--- src/rtl/sram_ctl_pkg.sv ---
package sram_ctl_pkg;

    typedef enum logic [1:0] {
        ST_IDLE  = 2'd0,
        ST_READ  = 2'd1,
        ST_WRITE = 2'd2,
        ST_TURN  = 2'd3
    } sram_state_t;

    // rounded-up cycle count for a nanosecond minimum, never below one
    function automatic int ns_to_cyc(input int ns, input int per_ns);
        int c;
        c = (ns + per_ns - 1) / per_ns;
        return (c < 1) ? 1 : c;
    endfunction

    function automatic int imax(input int a, input int b);
        return (a > b) ? a : b;
    endfunction

endpackage

--- src/rtl/sram_phase_tmr.sv ---
module sram_phase_tmr #(
    parameter int CW = 3
) (
    input  logic          clk,
    input  logic          rst_n,
    input  logic          clr,
    output logic [CW-1:0] cnt
);

    always_ff @(posedge clk or negedge rst_n) begin
        if (!rst_n) begin
            cnt <= '0;
        end else if (clr) begin
            cnt <= '0;
        end else if (cnt != '1) begin
            cnt <= cnt + 1'b1;
        end
    end

endmodule

--- src/rtl/sram_dq_path.sv ---
module sram_dq_path #(
    parameter int DW = 16
) (
    input  logic          clk,
    input  logic          rst_n,
    input  logic          load,
    input  logic [DW-1:0] wdata_in,
    input  logic          cap,
    input  logic [DW-1:0] dq_in,
    output logic [DW-1:0] dq_out,
    output logic [DW-1:0] rdata
);

    localparam int NB = DW / 8;

    for (genvar g = 0; g < NB; g++) begin : g_lane
        logic [7:0] rd_lane_q;
        logic [7:0] wr_lane_q;

        always_ff @(posedge clk or negedge rst_n) begin
            if (!rst_n) begin
                rd_lane_q <= '0;
            end else if (cap) begin
                rd_lane_q <= dq_in[g*8 +: 8];
            end
        end

        always_ff @(posedge clk or negedge rst_n) begin
            if (!rst_n) begin
                wr_lane_q <= '0;
            end else if (load) begin
                wr_lane_q <= wdata_in[g*8 +: 8];
            end
        end

        assign rdata[g*8 +: 8]  = rd_lane_q;
        assign dq_out[g*8 +: 8] = wr_lane_q;
    end

endmodule

--- src/rtl/sram_ctl.sv ---
module sram_ctl
    import sram_ctl_pkg::*;
#(
    parameter int AW            = 8,
    parameter int DW            = 16,
    parameter int CLK_PERIOD_NS = 10,
    parameter int T_RD_CYCLE    = 55,
    parameter int T_ADDR_DATA   = 55,
    parameter int T_SEL_DATA    = 55,
    parameter int T_OE_DATA     = 25,
    parameter int T_BE_DATA     = 55,
    parameter int T_WR_CYCLE    = 55,
    parameter int T_WE_PULSE    = 40,
    parameter int T_SEL_WEND    = 40,
    parameter int T_ADDR_WEND   = 40,
    parameter int T_BE_WEND     = 40,
    parameter int T_DATA_WEND   = 25
) (
    input  logic            clk,
    input  logic            rst_n,
    input  logic            req_valid,
    output logic            req_ready,
    input  logic            req_write,
    input  logic [AW-1:0]   req_addr,
    input  logic [DW-1:0]   req_wdata,
    input  logic [DW/8-1:0] req_mask,
    output logic            rsp_done,
    output logic [DW-1:0]   rsp_rdata,
    output logic [AW-1:0]   mem_addr,
    output logic            mem_cs_n,
    output logic            mem_cs,
    output logic            mem_oe_n,
    output logic            mem_we_n,
    output logic [DW/8-1:0] mem_be_n,
    input  logic [DW-1:0]   mem_dq_i,
    output logic [DW-1:0]   mem_dq_o,
    output logic            mem_dq_oe
);

    localparam int NB = DW / 8;
    localparam int RD_CYC = imax(
        imax(ns_to_cyc(T_RD_CYCLE, CLK_PERIOD_NS), ns_to_cyc(T_ADDR_DATA, CLK_PERIOD_NS)),
        imax(ns_to_cyc(T_SEL_DATA, CLK_PERIOD_NS),
             imax(ns_to_cyc(T_OE_DATA, CLK_PERIOD_NS), ns_to_cyc(T_BE_DATA, CLK_PERIOD_NS))));
    // data drivers start one cycle late, so data setup needs one extra cycle
    localparam int WR_CYC = imax(
        imax(ns_to_cyc(T_WR_CYCLE, CLK_PERIOD_NS), ns_to_cyc(T_WE_PULSE, CLK_PERIOD_NS)),
        imax(imax(ns_to_cyc(T_SEL_WEND, CLK_PERIOD_NS), ns_to_cyc(T_BE_WEND, CLK_PERIOD_NS)),
             imax(ns_to_cyc(T_ADDR_WEND, CLK_PERIOD_NS), ns_to_cyc(T_DATA_WEND, CLK_PERIOD_NS) + 1)));
    localparam int CW = $clog2(imax(RD_CYC, WR_CYC) + 1);

    sram_state_t     st_q, st_d;
    logic [CW-1:0]   cnt;
    logic            tmr_clr;
    logic            accept;
    logic            empty_req;
    logic            phase_last;
    logic            cap;
    logic            wr_load;
    logic            last_rd_q;
    logic            done_q;
    logic [AW-1:0]   addr_q;
    logic [NB-1:0]   mask_q;

    assign req_ready  = (st_q == ST_IDLE);
    assign accept     = req_valid && req_ready;
    assign empty_req  = accept && (req_mask == '0);
    assign phase_last = ((st_q == ST_READ)  && (cnt == CW'(RD_CYC - 1))) ||
                        ((st_q == ST_WRITE) && (cnt == CW'(WR_CYC - 1)));
    assign cap        = (st_q == ST_READ) && phase_last;
    assign wr_load    = accept && !empty_req && req_write;
    assign tmr_clr    = (st_q != st_d);

    // next-state decision
    always_comb begin
        st_d = st_q;
        unique case (st_q)
            ST_IDLE: begin
                if (accept && !empty_req) begin
                    if (!req_write)     st_d = ST_READ;
                    else if (last_rd_q) st_d = ST_TURN;
                    else                st_d = ST_WRITE;
                end
            end
            ST_READ:  if (phase_last) st_d = ST_IDLE;
            ST_WRITE: if (phase_last) st_d = ST_IDLE;
            ST_TURN:  st_d = ST_WRITE;
            default:  st_d = ST_IDLE;
        endcase
    end

    // state register
    always_ff @(posedge clk or negedge rst_n) begin
        if (!rst_n) st_q <= ST_IDLE;
        else        st_q <= st_d;
    end

    // request capture and completion
    always_ff @(posedge clk or negedge rst_n) begin
        if (!rst_n) begin
            addr_q    <= '0;
            mask_q    <= '0;
            last_rd_q <= 1'b0;
            done_q    <= 1'b0;
        end else begin
            done_q <= phase_last || empty_req;
            if (accept && !empty_req) begin
                addr_q    <= req_addr;
                mask_q    <= req_mask;
                last_rd_q <= !req_write;
            end
        end
    end

    // pin decode from state
    always_comb begin
        mem_cs_n  = 1'b1;
        mem_cs    = 1'b0;
        mem_oe_n  = 1'b1;
        mem_we_n  = 1'b1;
        mem_be_n  = '1;
        mem_dq_oe = 1'b0;
        unique case (st_q)
            ST_READ: begin
                mem_cs_n = 1'b0;
                mem_cs   = 1'b1;
                mem_oe_n = 1'b0;
                mem_be_n = ~mask_q;
            end
            ST_WRITE: begin
                mem_cs_n  = 1'b0;
                mem_cs    = 1'b1;
                mem_we_n  = 1'b0;
                mem_be_n  = ~mask_q;
                mem_dq_oe = (cnt != '0);
            end
            ST_IDLE, ST_TURN: begin
            end
            default: begin
            end
        endcase
    end

    assign mem_addr = addr_q;
    assign rsp_done = done_q;

    sram_phase_tmr #(.CW(CW)) u_tmr (
        .clk   (clk),
        .rst_n (rst_n),
        .clr   (tmr_clr),
        .cnt   (cnt)
    );

    sram_dq_path #(.DW(DW)) u_dq (
        .clk      (clk),
        .rst_n    (rst_n),
        .load     (wr_load),
        .wdata_in (req_wdata),
        .cap      (cap),
        .dq_in    (mem_dq_i),
        .dq_out   (mem_dq_o),
        .rdata    (rsp_rdata)
    );

    AST_RD_SELECTED: assert property (@(posedge clk) disable iff (!rst_n)
        !mem_oe_n |-> (!mem_cs_n && mem_cs && mem_we_n));
    AST_WR_NO_OE: assert property (@(posedge clk) disable iff (!rst_n)
        !mem_we_n |-> mem_oe_n);
    AST_DQ_AFTER_WE: assert property (@(posedge clk) disable iff (!rst_n)
        mem_dq_oe |-> (!mem_we_n && $past(!mem_we_n)));
    AST_NO_EMPTY_MASK: assert property (@(posedge clk) disable iff (!rst_n)
        !mem_cs_n |-> (mem_be_n != '1));
    AST_TURN_GAP: assert property (@(posedge clk) disable iff (!rst_n)
        $fell(mem_we_n) |-> ($past(mem_oe_n) && $past(mem_oe_n, 2)));
    AST_BUSY_NOT_READY: assert property (@(posedge clk) disable iff (!rst_n)
        !mem_cs_n |-> !req_ready);
    AST_RDATA_HOLD: assert property (@(posedge clk) disable iff (!rst_n)
        !$stable(rsp_rdata) |-> rsp_done);
    AST_ADDR_HOLD: assert property (@(posedge clk) disable iff (!rst_n)
        (!mem_cs_n && $past(!mem_cs_n)) |-> $stable(mem_addr));

endmodule

--- config.mk ---
export PLATFORM = sky130hd
export DESIGN_NAME = sram_ctl
export DESIGN_NICKNAME = d
export VERILOG_FILES = /design/src/rtl/sram_ctl_pkg.sv /design/src/rtl/sram_phase_tmr.sv /design/src/rtl/sram_dq_path.sv /design/src/rtl/sram_ctl.sv
export SDC_FILE = /design/constraint.sdc
export NUM_CORES = 1
export LEC_CHECK = 0
export ABC_AREA = 1
export BUFFER_PORTS_ARGS = -buffer_cell sky130_fd_sc_hd__buf_2
export CORE_ASPECT_RATIO = 1.4
export CORE_MARGIN = 4
export CORE_UTILIZATION = 47
export DETAILED_ROUTE_END_ITERATION = 12
export PLACE_DENSITY = 0.79
export SKIP_LAST_GASP = 1
export SLEW_MARGIN = 20
export SYNTH_ARGS = -nofsm -noshare
export SYNTH_HDL_FRONTEND = slang
export SYNTH_SLANG_ARGS = --single-unit
--- constraint.sdc ---
create_clock -name clk -period 1.8 [get_ports clk]
set_input_delay 0.36 -clock clk [delete_from_list [all_inputs] [get_ports clk]]
set_output_delay 0.36 -clock clk [all_outputs]
set_load 0.03 [all_outputs]
==> results.sh, run 1 <==
export IMPL_wl_per_cell_um=12.5
export IMPL_clk_pin_slew_ns=0.09
export IMPL_n_antenna_cell=0
export IMPL_period_share_pct=96.2
export IMPL_outcome="finished clean"
export IMPL_synthTopCellsByArea="dfrtp_1 55%, nand2_1 15%, mux2_4 6.7%"
export IMPL_period_needed_ns=1.73
export IMPL_clock_sinks=49
export IMPL_vdd_drop_max_mv=1.06
export IMPL_drt_iter0_drc=35
export IMPL_criticalPathCategory="reg2out"
export IMPL_cp_endpoint="mem_be_n[0]"
export IMPL_finish_utilization_pct=63.5
export IMPL_r2r_end="u_tmr.cnt[0]"
export IMPL_final_common_cell="buf_2"
export IMPL_ios=95
export IMPL_vias_per_cell=4.64
export IMPL_synth_cells=222
export IMPL_clock_latency_ns=0.29
export IMPL_slowest_delay_ns=0.40
export IMPL_cts_root_buf="clkbuf_8"
export IMPL_grt_pass1_wl_um=8140
export IMPL_core_area_um2=4570
export IMPL_drt_total_wl_um=4860
export IMPL_ys_types=23
export IMPL_antenna_found_initial=0
export IMPL_fp_dieH_um=89.8
export IMPL_final_setup_tns_ns=0
export IMPL_fp_dieW_um=66.4
export IMPL_overflow=0
export IMPL_p_leak_nw=1.70
export IMPL_first_pass_iters=4
export IMPL_cts_made_buffers=5
export IMPL_place_gp_congestion=0.756
export IMPL_path_cells="inv_2 > ha_2 > nand2_1 > buf_2"
export IMPL_final_layout_size_suffix_gt1_share_pct=44.8
export IMPL_regToRegSetupSlack_ns=0.24
export IMPL_worst_r2r_path_depth=11
export IMPL_ys_warn_count=0
export IMPL_start_util_pct=49.1
export IMPL_area_growth_pct=29.3
export IMPL_powerDensity_nw_per_um2=1680
export IMPL_synth_fp_nets=277
export IMPL_cts_buffer_depth=2
export IMPL_finalSetupViolCount=0
export IMPL_crit_required_ns=1.44
export IMPL_cap_viol_max_count=0
export IMPL_reg2reg_from="st_q[0]"
export IMPL_cp_start_kind="flop"
export IMPL_grt_start_max_net_pins=50
export IMPL_cts_hold_buf=0
export IMPL_synth_avg_cell_area_um2=10.1
export IMPL_fmax_mhz=578
export IMPL_final_cell_mix="93 x buf_2, 91 x nand2_1, 49 x dfrtp_1"
export IMPL_via_count=1800
export IMPL_worstMarginPinSlew_ns=0.275
export IMPL_fin_nets=380
export IMPL_rows=29
export IMPL_seq_area_frac_synth_pct=54.6
export IMPL_final_setup_skew_ns=0.00615
export IMPL_grt_pass1_vias=1832
export IMPL_relSlewSlack_pct=81.6
export IMPL_syn_area_um2=2250
export IMPL_endpoint_kind="output pin"
export IMPL_hold_path_class="in2async"
export IMPL_drc=0
export IMPL_die_area_um2=5960
export IMPL_portBuffers=94
export IMPL_ys_seq_elements=49
export IMPL_startpoint="st_q[0]"
export IMPL_worstPathMaxFanout=7
export IMPL_critical_path_slowest_cell="dfrtp_1"
export IMPL_hold_viol=0
export IMPL_rsz0062_at_grt="no"
export IMPL_synth_top_area_share_pct=54.6
export IMPL_synth_area_leader_cell="dfrtp_1"
export IMPL_place_hpwl_um=3780
export IMPL_cts_tree="built"
export IMPL_drv_slew=0
export IMPL_htree_levels=2
export IMPL_worstPathArrival_ns=1.37
export IMPL_grt_use_total_pct=17.3
export IMPL_drtAntennaViolNets=0
## cells in the mapped netlist, drive strengths merged
library cell    n
nor2            5
nand2         103
xor2            1
nand4           1
buf             3
mux2           16
clkbuf          1
mux2i           2
ha              9
nand3          11
o21ai           2
a21oi           1
inv            18
dfrtp          49
## cell type report
class / count / area (µm²)
Clock buffer: 7 / 76.3
Clock inverter: 1 / 7.51
Fill cell: 427 / 1670
Inverter: 18 / 70.1
Multi-Input combinational cell: 151 / 916
Sequential cell: 49 / 1230
Tap cell: 62 / 77.6
Timing Repair Buffer: 100 / 531
## worst max-delay path: cells and delay by family, from the launching register on
| family | cells | cell delay (ns) |
|---|---|---|
| simple gates | 1 | 0.07 |
| fa+ha+maj | 1 | 0.32 |
| flops | 1 | 0.40 |
| buf+inv | 2 | 0.29 |
## kinds of logic (layout without fill, tap and decap cells)
family / Yosys count / count (layout) / share of synthesized area, %
compound gates: 3 / 3 / 0.668
xor+xnor: 1 / 1 / 0.390
fa+ha+maj: 9 / 9 / 5.01
buf+inv: 22 / 126 / 4.74
flops: 49 / 49 / 54.6
mux: 18 / 18 / 10.6
simple gates: 120 / 120 / 24.0
## worst min path at each step
stage / end / slack, ns / depth (start not counted)
floorplan: last_rd_q / 0.06 / 0
global placement: mem_addr[2] / 0.36 / 2
detailed placement: mem_addr[3] / 0.37 / 2
CTS: mem_addr[2] / 0.04 / 2
global route: mem_addr[3] / 0.04 / 2
finish: mem_addr[3] / 0.02 / 2
## repair_timing
item,in CTS,in global routing
pin swaps,0,0
endpoints found under the setup margin,5,7
resized for setup,2,2
setup buffers,1,2
## report_power, final
| part | leakage (nW) | internal [mW] | switching, mW |
|---|---|---|---|
| registers | 0.600 | 1.51 | 0.220 |
| clock network | 0.0385 | 0.276 | 0.352 |
| logic | 1.06 | 0.808 | 1.72 |
## routing by layer
| metal | track usage (%) | routed length, µm |
|---|---|---|
| met5 | 0 | 0 |
| met4 | 5.59 | 78 |
| met3 | 3.49 | 235 |
| met2 | 31.9 | 2740 |
| met1 | 19.0 | 1800 |
## state kept, by name, indices dropped and copies added (netlist names)
| register | cells |
|---|---|
| mask_q | 2 |
| u_dq.g_lane.rd_lane_q | 16 |
| mem_addr | 8 |
| rsp_done | 1 |
| st_q | 2 |
| u_tmr.cnt | 3 |
| last_rd_q | 1 |
| u_dq.g_lane.wr_lane_q | 16 |
## through the flow
step	power [mW]	cells	hold WS (ns)	setup WS, ns	area (µm²)
6_report	4.88	388	0.0224	0.0687	2900
5_1_grt	5.22	388	0.0424	0.00969	2900
4_1_cts	4.90	386	0.0393	0.0139	2890
3_5_place_dp	4.24	377	0.365	0.131	2790
3_3_place_gp	4.18	377	0.362	0.196	2790
2_1_floorplan	3.51	222	0.0644	0.0558	2250
No activity file was read; power rests on OpenSTA's default activity.
==> run 2: changes to the inputs <==
--- a/config.mk
+++ b/config.mk
@@ -11,7 +11,7 @@
 export CORE_MARGIN = 4
 export CORE_UTILIZATION = 47
 export DETAILED_ROUTE_END_ITERATION = 12
-export PLACE_DENSITY = 0.79
+export PLACE_DENSITY = 0.86
 export SKIP_LAST_GASP = 1
 export SLEW_MARGIN = 20
 export SYNTH_ARGS = -nofsm -noshare
==> results.sh, run 2 (synthesis results as in run 1) <==
export IMPL_final_area_um2=2930
export IMPL_period_needed_ns=1.75
export IMPL_n_antenna_cell=0
export IMPL_grt_pass1_wl_um=8420
export IMPL_fillers=392
export IMPL_final_common_cell="nand2_1"
export IMPL_detailed_place_area_um2=2790
export IMPL_worstMarginPinSlew_ns=0.480
export IMPL_place_gp_congestion=0.810
export IMPL_cts_root_buf="clkbuf_8"
export IMPL_powerDensity_nw_per_um2=1700
export IMPL_drc=0
export IMPL_crit_required_ns=1.44
export IMPL_drt_iter0_drc=36
export IMPL_cts_hold_buf=0
export IMPL_vias_per_cell=4.72
export IMPL_fp_dieH_um=89.8
export IMPL_worstPathArrival_ns=1.39
export IMPL_fin_ws_ns=0.0514
export IMPL_grt_start_max_net_pins=31
export IMPL_drtAntennaViolNets=0
export IMPL_cts_buffer_depth=2
export IMPL_ios=95
export IMPL_cts_made_buffers=5
export IMPL_vdd_drop_max_mv=0.939
export IMPL_drv_slew=0
export IMPL_cp_start_kind="flop"
export IMPL_fin_nets=379
export IMPL_finalSetupViolCount=0
export IMPL_via_count=1826
export IMPL_relSlewSlack_pct=68.0
export IMPL_cap_viol_max_count=0
export IMPL_grt_pass1_vias=1954
export IMPL_final_setup_skew_ns=0.00934
export IMPL_clock_latency_ns=0.30
export IMPL_overflow=0
export IMPL_outcome="finished clean"
export IMPL_place_hpwl_um=4030
export IMPL_totalPowerFinal_mw=4.99
export IMPL_rsz0062_at_grt="yes"
export IMPL_final_layout_size_suffix_gt1_share_pct=45.5
export IMPL_wl_per_cell_um=13.2
export IMPL_core_area_um2=4570
export IMPL_antenna_found_initial=0
export IMPL_period_share_pct=97.1
export IMPL_fp_dieW_um=66.4
export IMPL_hold_viol=0
export IMPL_first_pass_iters=4
export IMPL_endpoint_kind="output pin"
export IMPL_hold_ws_ns=0.00227
export IMPL_portBuffers=94
export IMPL_p_leak_nw=1.71
export IMPL_htree_levels=2
export IMPL_rows=29
export IMPL_worstPathMaxFanout=4
export IMPL_hold_path_class="in2async"
export IMPL_final_cell_mix="91 x nand2_1, 90 x buf_2, 48 x dfrtp_1"
export IMPL_criticalPathCategory="reg2out"
export IMPL_start_util_pct=49.1
export IMPL_die_area_um2=5960
export IMPL_fmax_mhz=572
export IMPL_drt_total_wl_um=5110
export IMPL_cts_tree="built"
export IMPL_area_growth_pct=30.4
export IMPL_clk_pin_slew_ns=0.10
export IMPL_clock_sinks=49
export IMPL_preCtsSetupSlack_ns=0.0664
export IMPL_grt_use_total_pct=17.8
run 2: routing by layer:
layer  up-vias  track usage [%]  wire, µm
met5         -                0         0
met3        11             4.49       274
met4         0             7.12        99
met2        50             32.9      2930
met1       867             18.4      1810
li1        898                -         -
run 2: through the flow:
| stage | util [%] | setup TNS (ns) | cells |
|---|---|---|---|
| 6_report | 64.0 | 0 | 387 |
| 5_1_grt | 64.0 | -0.0127 | 387 |
| 4_1_cts | 63.8 | 0 | 387 |
| 3_5_place_dp | 60.9 | 0 | 376 |
| 3_3_place_gp | 60.9 | 0 | 376 |
| 2_1_floorplan | - | 0 | 222 |
run 2: timing repair:
action,in CTS,in global routing
endpoints found under the setup margin,5,5
buffers inserted,3,0
gates resized for setup,6,3
endpoints found under the hold margin,0,0
run 2: power by group:
part,switching [mW],internal (mW)
logic,1.74,0.839
clock network,0.363,0.312
registers,0.225,1.51
total,2.33,2.66
run 2: worst max-delay path: stages (launching register included):
cell and delay, ns:
dfrtp_2 0.44, buf_4 0.15, ha_1 0.17, inv_1 0.11, a21oi_1 0.05, clkbuf_4 0.18
run 2: area by class of cell:
type | count | area (µm²) | area share, %
multi-input combinational | 151 | 926 | 31.6
timing repair buffer | 99 | 531 | 18.1
clock inverter | 2 | 13.8 | 0.470
sequential | 49 | 1230 | 41.9
inverter | 18 | 70.1 | 2.39
tap | 62 | 77.6 | 2.65
clock buffer | 6 | 82.6 | 2.82
run 2: path summary, 6_finish.rpt:
kind                       slack (ns)  cells past startpoint                          end                   startpoint
hold reg to reg                  0.48                      2  u_dq.g_lane[0].wr_lane_q[6]  u_dq.g_lane[0].wr_lane_q[6]
setup / recovery                 0.05                      5                    mem_dq_oe                      st_q[1]
max in group asynchronous        1.27                      2  u_dq.g_lane[0].wr_lane_q[7]                        rst_n
min in group clk                 0.25                      3  u_dq.g_lane[0].wr_lane_q[6]                 req_wdata[6]
setup reg to reg                 0.20                     11                 u_tmr.cnt[2]                      st_q[1]
hold / removal                  0.002                      1  u_dq.g_lane[1].rd_lane_q[5]                        rst_n
